**config.mk**
```make
export PLATFORM = sky130hd
export DESIGN_NAME = led_row_loader
export DESIGN_NICKNAME = d
export VERILOG_FILES = /design/src/rtl/led_loader_pkg.sv /design/src/rtl/led_frame_sreg.sv /design/src/rtl/led_sclk_gen.sv /design/src/rtl/led_hold_timer.sv /design/src/rtl/led_row_ctr.sv /design/src/rtl/led_row_loader.sv
export SDC_FILE = /design/constraint.sdc
export NUM_CORES = 1
export LEC_CHECK = 0
export BUFFER_PORTS_ARGS = -buffer_cell sky130_fd_sc_hd__buf_2
export CAP_MARGIN = 20
export CORE_MARGIN = 4
export CORE_UTILIZATION = 51
export CTS_CLUSTER_DIAMETER = 100
export CTS_CLUSTER_SIZE = 40
export DETAILED_ROUTE_END_ITERATION = 8
export PLACE_DENSITY = 0.71
export SYNTH_ARGS = -nofsm -noshare
export SYNTH_HDL_FRONTEND = slang
export SYNTH_HIERARCHICAL = 1
export SYNTH_SLANG_ARGS = --single-unit
```
**constraint.sdc**
```tcl
create_clock -name clk_i -period 1.65 [get_ports clk_i]
set_clock_uncertainty 0.1 [all_clocks]
set_input_delay 0.2475 -clock clk_i [delete_from_list [all_inputs] [get_ports clk_i]]
set_output_delay 0.2475 -clock clk_i [all_outputs]
set_load 0.03 [all_outputs]
```
**src/rtl/led_loader_pkg.sv**
```systemverilog
package led_loader_pkg;
  typedef enum logic [1:0] {
    ST_IDLE  = 2'd0,
    ST_SHIFT = 2'd1,
    ST_DISP  = 2'd2
  } ldr_state_e;
endpackage

```
**src/rtl/led_frame_sreg.sv**
```systemverilog
module led_frame_sreg #(
  parameter int ROW_W = 4,
  parameter int COL_W = 14,
  localparam int FRAME_W = ROW_W + COL_W
) (
  input  logic             clk_i,
  input  logic             rst_ni,
  input  logic             load_i,
  input  logic             shift_i,
  input  logic [ROW_W-1:0] row_i,
  input  logic [COL_W-1:0] cols_i,
  output logic             ser_o
);
  logic [FRAME_W-1:0] sreg_q;

  always_ff @(posedge clk_i or negedge rst_ni) begin
    if (!rst_ni)       sreg_q <= '0;
    else if (load_i)   sreg_q <= {row_i, cols_i};
    else if (shift_i)  sreg_q <= {sreg_q[FRAME_W-2:0], 1'b0};
  end

  assign ser_o = sreg_q[FRAME_W-1];
endmodule

```
**src/rtl/led_sclk_gen.sv**
```systemverilog
// Shift clock from a falling-edge flop: never shares an edge with data.
module led_sclk_gen (
  input  logic clk_i,
  input  logic rst_ni,
  input  logic pulse_i,
  output logic sclk_o
);
  always_ff @(negedge clk_i or negedge rst_ni) begin
    if (!rst_ni) sclk_o <= 1'b0;
    else         sclk_o <= pulse_i;
  end
endmodule

```
**src/rtl/led_hold_timer.sv**
```systemverilog
module led_hold_timer #(
  parameter int HOLD_CYCLES = 2500,
  localparam int CNT_W = (HOLD_CYCLES > 1) ? $clog2(HOLD_CYCLES) : 1
) (
  input  logic clk_i,
  input  logic rst_ni,
  input  logic run_i,
  output logic expire_o
);
  logic [CNT_W-1:0] cnt_q;

  assign expire_o = run_i && (cnt_q == CNT_W'(HOLD_CYCLES - 1));

  always_ff @(posedge clk_i or negedge rst_ni) begin
    if (!rst_ni)                 cnt_q <= '0;
    else if (!run_i || expire_o) cnt_q <= '0;
    else                         cnt_q <= cnt_q + 1'b1;
  end
endmodule

```
**src/rtl/led_row_ctr.sv**
```systemverilog
module led_row_ctr #(
  parameter int ROWS  = 10,
  parameter int ROW_W = 4
) (
  input  logic             clk_i,
  input  logic             rst_ni,
  input  logic             adv_i,
  output logic [ROW_W-1:0] row_o
);
  always_ff @(posedge clk_i or negedge rst_ni) begin
    if (!rst_ni)     row_o <= '0;
    else if (adv_i)  row_o <= (row_o == ROW_W'(ROWS - 1)) ? '0 : row_o + 1'b1;
  end
endmodule

```
**src/rtl/led_row_loader.sv**
```systemverilog
module led_row_loader
  import led_loader_pkg::*;
#(
  parameter int ROWS        = 10,
  parameter int ROW_W       = 4,
  parameter int NUM_SW      = 7,
  parameter int HOLD_CYCLES = 2500,
  localparam int COL_W   = 2 * NUM_SW,
  localparam int FRAME_W = ROW_W + COL_W,
  localparam int BIT_W   = $clog2(FRAME_W)
) (
  input  logic              clk_i,
  input  logic              rst_ni,
  input  logic              start_i,
  input  logic [COL_W-1:0]  cols_i,
  input  logic              sw_mode_i,
  input  logic [NUM_SW-1:0] sw_i,
  output logic              ready_o,
  output logic              done_o,
  output logic              sdata_o,
  output logic              sclk_o,
  output logic              disp_en_o
);
  ldr_state_e       state_q;
  logic             ph_q;
  logic [BIT_W-1:0] bit_q;
  logic [ROW_W-1:0] row_q;
  logic [COL_W-1:0] sw_cols, col_sel;
  logic             accept, last_bit, shift_en, hold_done;

  // each switch lights two adjacent columns
  for (genvar c = 0; c < COL_W; c++) begin : g_sw_pair
    assign sw_cols[c] = sw_i[c/2];
  end

  assign col_sel  = sw_mode_i ? sw_cols : cols_i;
  assign accept   = (state_q == ST_IDLE) && start_i;
  assign last_bit = (state_q == ST_SHIFT) && ph_q && (bit_q == BIT_W'(FRAME_W - 1));
  assign shift_en = (state_q == ST_SHIFT) && ph_q && !last_bit;

  always_ff @(posedge clk_i or negedge rst_ni) begin
    if (!rst_ni) begin
      state_q <= ST_IDLE;
      ph_q    <= 1'b0;
      bit_q   <= '0;
      done_o  <= 1'b0;
    end else begin
      done_o <= hold_done;
      ph_q   <= (state_q == ST_SHIFT) ? ~ph_q : 1'b0;
      unique case (state_q)
        ST_IDLE: if (accept) begin
          state_q <= ST_SHIFT;
          bit_q   <= '0;
        end
        ST_SHIFT: begin
          if (ph_q) bit_q <= bit_q + 1'b1;
          if (last_bit) state_q <= ST_DISP;
        end
        ST_DISP: if (hold_done) state_q <= ST_IDLE;
        default: state_q <= ST_IDLE;
      endcase
    end
  end

  assign ready_o   = (state_q == ST_IDLE);
  assign disp_en_o = (state_q == ST_DISP);

  led_frame_sreg #(.ROW_W(ROW_W), .COL_W(COL_W)) i_sreg (
    .clk_i, .rst_ni,
    .load_i (accept),
    .shift_i(shift_en),
    .row_i  (row_q),
    .cols_i (col_sel),
    .ser_o  (sdata_o)
  );

  led_sclk_gen i_sclk (
    .clk_i, .rst_ni,
    .pulse_i((state_q == ST_SHIFT) && !ph_q),
    .sclk_o
  );

  led_hold_timer #(.HOLD_CYCLES(HOLD_CYCLES)) i_hold (
    .clk_i, .rst_ni,
    .run_i   (state_q == ST_DISP),
    .expire_o(hold_done)
  );

  led_row_ctr #(.ROWS(ROWS), .ROW_W(ROW_W)) i_row (
    .clk_i, .rst_ni,
    .adv_i(hold_done),
    .row_o(row_q)
  );
endmodule

```
=== Yosys cells after proc, flatten, opt, wreduce, memory -nomap -nowiden ===
Index checks and enable logic that the tools add are counted.
W data, S select, Z words.

* Equal/unequal tests: 9
* Bitwise gates (word level): 1
* Mux-type cells: 13
* Add/sub/neg operators: 3
* Reductions and logical operators: 15

{| class="wikitable"
|+ Operators with widths
! kind !! number
|-
| $mux W18 || 2
|-
| $mux W14 || 1
|-
| $add A12 B1 Y12 const B || 1
|-
| $eq A12 B12 Y1 const B || 1
|-
| $mux W12 || 1
|-
| $mux W5 || 2
|-
| $pmux W5 S2 || 1
|-
| $logic_and A1 B1 Y1 || 6
|-
| $mux W2 || 3
|-
| $ne A2 B2 Y1 const B || 3
|-
| $pmux W2 S3 || 1
|-
| $reduce_and A3 Y1 || 2
|-
| $add A5 B1 Y5 const B || 1
|-
| $eq A5 B5 Y1 const B || 1
|-
| $add A4 B1 Y4 const B || 1
|-
| $eq A4 B4 Y1 const B || 1
|-
| $mux W4 || 1
|-
| $reduce_bool A2 Y1 || 2
|-
| $logic_not A1 Y1 || 3
|-
| $eq A2 B1 Y1 const B || 1
|-
| $eq A2 B2 Y1 const B || 1
|-
| $logic_not A2 Y1 || 1
|-
| $ne A2 B1 Y1 const B || 1
|-
| $logic_or A1 B1 Y1 || 1
|-
| 2 further kinds || 2
|}

* Input bits: 25
* Output and inout bits: 5
* Flip-flop bits (word level): 44
* Logic and storage cells: 49

=== Longest topological paths before layout ===
* Depth after elaboration: 7
* Mapped depth: 8
* Depth with buffers taken out: 7

=== By module ===
The synthesis kept the hierarchy.

{| class="wikitable"
|+ Modules (own cells, without submodules)
! module !! sequential area each (µm²) !! area each (µm²) !! cells each !! times used
|-
| led_frame_sreg || 450.4 || 837.1 || 78 || 1
|-
| led_row_loader || 225.2 || 655.6 || 83 || 1
|-
| led_hold_timer || 300.3 || 586.8 || 56 || 1
|-
| led_row_ctr || 100.1 || 185.2 || 16 || 1
|-
| led_sclk_gen || 25.0 || 25.0 || 1 || 1
|}

==> reports/results.tsv <==
metric	value	unit
run_status	finished, violations left	
violations	negative hold slack, negative setup slack	
gp_congestion	0.799	
wl	4430	um
clock-root-buffer	clkbuf_8	
drt_drc_violations_left	0	
fin_ws	-0.360	ns
overflow	0	
critical_path_class	reg -> out	
netlist_area	2290	um^2
diodes	0	
slew_viol_final	0	
startpoint_type	register	
instances_no_fill	344	
hold_viol_final	11	
nNetsFinal	320	
required	1.30	ns
antenna_found_initial	0	
ys_ff_latch	44	
hold-worst-slack	-0.00698	ns
grt_pass1_wl	7120	um
crit_fanout	1	
fin_util	67.3	%
yosysWarnings	6	
fp.coreArea	4350	um^2
seq_area_frac_synth	48.1	%
dp_hpwl	3080	um
grt_usage	16.8	%
dieArea	5630	um^2
worstPathArrival	1.66	ns
dp.cells	331	
numCtsBuffers	5	
fillers	323	
rsz0062_at_grt	true	
die_h	75.0	um
first_pass_iters	4	
drtIter0Drc	66	
setup_viol	16	
cts_buffer_depth	2	
placed_area	2650	um^2
p_leak	1.45	nW
htreeDepth	2	
max_stage_delay	0.41	ns
cts.sinks	44	
syn_inst	234	
cpMaxStageDelayCell	dfrtn_1	
grt_pass1_vias	1655	
portBuffers	29	
area_delta_synth_final	28.0	%
start_util	52.6	%
ys_types	51	
drtAntennaViolNets	0	
viasPerCell	5.21	
hold_path.class	in -> async	
p_per_area	1350	nW/um^2
timing.max_cap.violations	0	
critPathCaptureType	output pin	
synth_nets	262	
drive_above_1_share	32.9	%
dieWidth	75.0	um
io_pins	30	
finalSetupTns	-0.535	ns
clkTransAtPathRegs	0.08	ns
path_cells	buf_6	
fin_area	2930	um^2
place_ws	-0.0630	ns
cts_tree	yes	
grt_max_degree	44	
worst_pin_slew	0.519	ns
ir_worst_vdd	1140	uV
vias	1793	
max_slew_margin	65.4	%
syn_avg_cell_area	9.79	um^2
cp_num_buf_inv	1	
fp-row-count	24	
crit_family	flip-flops	
insertion_delay	0.30	ns
wire_per_inst	12.9	um
## per-stage QoR
stage | total power (W) | hold slack [ns]
floorplan | 0.00246 | -0.148
global placement | 0.00276 | 0.321
detailed placement | 0.00280 | 0.328
CTS | 0.00379 | 0.00523
global route | 0.00422 | 0.0313
finish | 0.00395 | -0.00698
## final timing paths
path / start / cells after the start / end / slack [ns]
max in group asynchronous: rst_ni / 1 / i_sclk/sclk_o / 0.93
min in group clk_i: cols_i[8] / 5 / i_sreg/sreg_q[8] / 0.20
hold / removal: rst_ni / 2 / i_row/row_o[3] / -0.007
setup reg to reg: state_q[1] / 6 / i_sreg/sreg_q[10] / -0.03
hold reg to reg: ph_q / 1 / ph_q / 0.35
setup / recovery: i_sclk/sclk_o / 1 / sclk_o / -0.36
## cell type report
type                    count  area, um^2  share of cell area, %
multi-input cells         162        1110                   37.9
flip-flops and latches     44        1100                   37.6
repair buffers             61         455                   15.5
inverters                  18        70.1                   2.39
clock buffers               5        68.8                   2.35
well taps                  52        65.1                   2.22
clock inverters             2        60.1                   2.05
## cells by family (layout without fill, tap and decap cells)
kind of cell | count (synthesis) | in the layout | share of synthesized area [%]
simple gates | 83 | 83 | 19.8
compound gates | 44 | 44 | 10.6
flops | 44 | 44 | 48.1
buf+inv | 28 | 86 | 6.28
mux | 20 | 20 | 9.02
xor+xnor | 12 | 12 | 4.59
fa+ha+maj | 3 | 3 | 1.64
## report_power, final
part	leakage [nW]	internal (W)	switching (W)	total [W]
clock	0.0642	0.000596	0.000347	0.000942
combinational	0.795	0.000828	0.000713	0.00154
sequential	0.588	0.00133	0.000136	0.00147
## cells in the mapped netlist, drive strengths merged
| library cell | n | area [um^2] |
|---|---|---|
| nand2b | 2 | 12.5 |
| nand4bb | 1 | 11.3 |
| or2b | 1 | 7.51 |
| xnor2 | 6 | 52.6 |
| o21bai | 1 | 7.51 |
| nor3 | 3 | 20.0 |
| dfrtp | 43 | 1080 |
| nor4 | 1 | 6.26 |
| o211ai | 1 | 7.51 |
| and3 | 2 | 12.5 |
| a22o | 1 | 10.0 |
| nand4b | 1 | 8.76 |
| nand3 | 5 | 25.0 |
| o41ai | 1 | 8.76 |
| or3b | 1 | 8.76 |
| o21ai | 36 | 180 |
| or4 | 2 | 18.8 |
| a21oi | 2 | 13.8 |
| mux2i | 18 | 184 |
| a21o | 1 | 7.51 |
| ha | 3 | 37.5 |
| o31ai | 1 | 7.51 |
| and4 | 1 | 11.3 |
| nand2 | 33 | 131 |
| inv | 18 | 67.6 |
| nor2b | 2 | 15.0 |
| and2b | 1 | 8.76 |
| clkbuf | 2 | 7.51 |
| or3 | 1 | 7.51 |
| buf | 8 | 68.8 |
| and4b | 2 | 21.3 |
| mux2 | 2 | 22.5 |
| xor2 | 6 | 52.6 |
| nor4b | 1 | 23.8 |
| nor2 | 19 | 73.8 |
| nor4bb | 1 | 10.0 |
| dfrtn | 1 | 25.0 |
| nand4 | 3 | 18.8 |
## cell usage in the layout (no fill, tap or decap), types with 2 or more instances in the layout
master and n:
o21ai_1 18, buf_4 25, buf_12 2, nor2_1 16
o21ai_0 17, xor2_1 6, bufinv_16 2, mux2i_1 17
nor3_2 2, xnor2_1 6, and3_1 2, clkbuf_8 5
buf_2 27, nand2_1 30, buf_6 6, inv_1 17
nor2_2 2, ha_2 2, nand3_1 4, nand2b_1 2
nand4_1 3, dfrtp_1 43, nand2_2 3
## repair_timing
action                                  CTS  global route
hold buffers                              0             0
cloned                                    0             2
endpoints found under the setup margin    6            34
pin swaps                                 3             6
resized for setup                        10            18
setup buffers                             1             3
## flip-flops by register name, indices dropped and copies added, names as in the netlist
signal	flops
ph_q	1
i_row/row_o	4
state_q	2
i_hold/cnt_q	12
i_sclk/sclk_o	1
done_o	1
bit_q	5
i_sreg/sreg_q	18
## metal layers
| metal | track usage (%) | vias up | wire (um) | share of wire [%] |
|---|---|---|---|---|
| li1 | - | 921 | - | - |
| met1 | 21.8 | 825 | 2090 | 47 |
| met2 | 27.3 | 39 | 2010 | 45 |
| met3 | 3.60 | 8 | 248 | 5.6 |
| met4 | 7.11 | 0 | 77 | 1.7 |
| met5 | 0 | - | 0 | 0 |
Power figures use the tool's default switching activity.
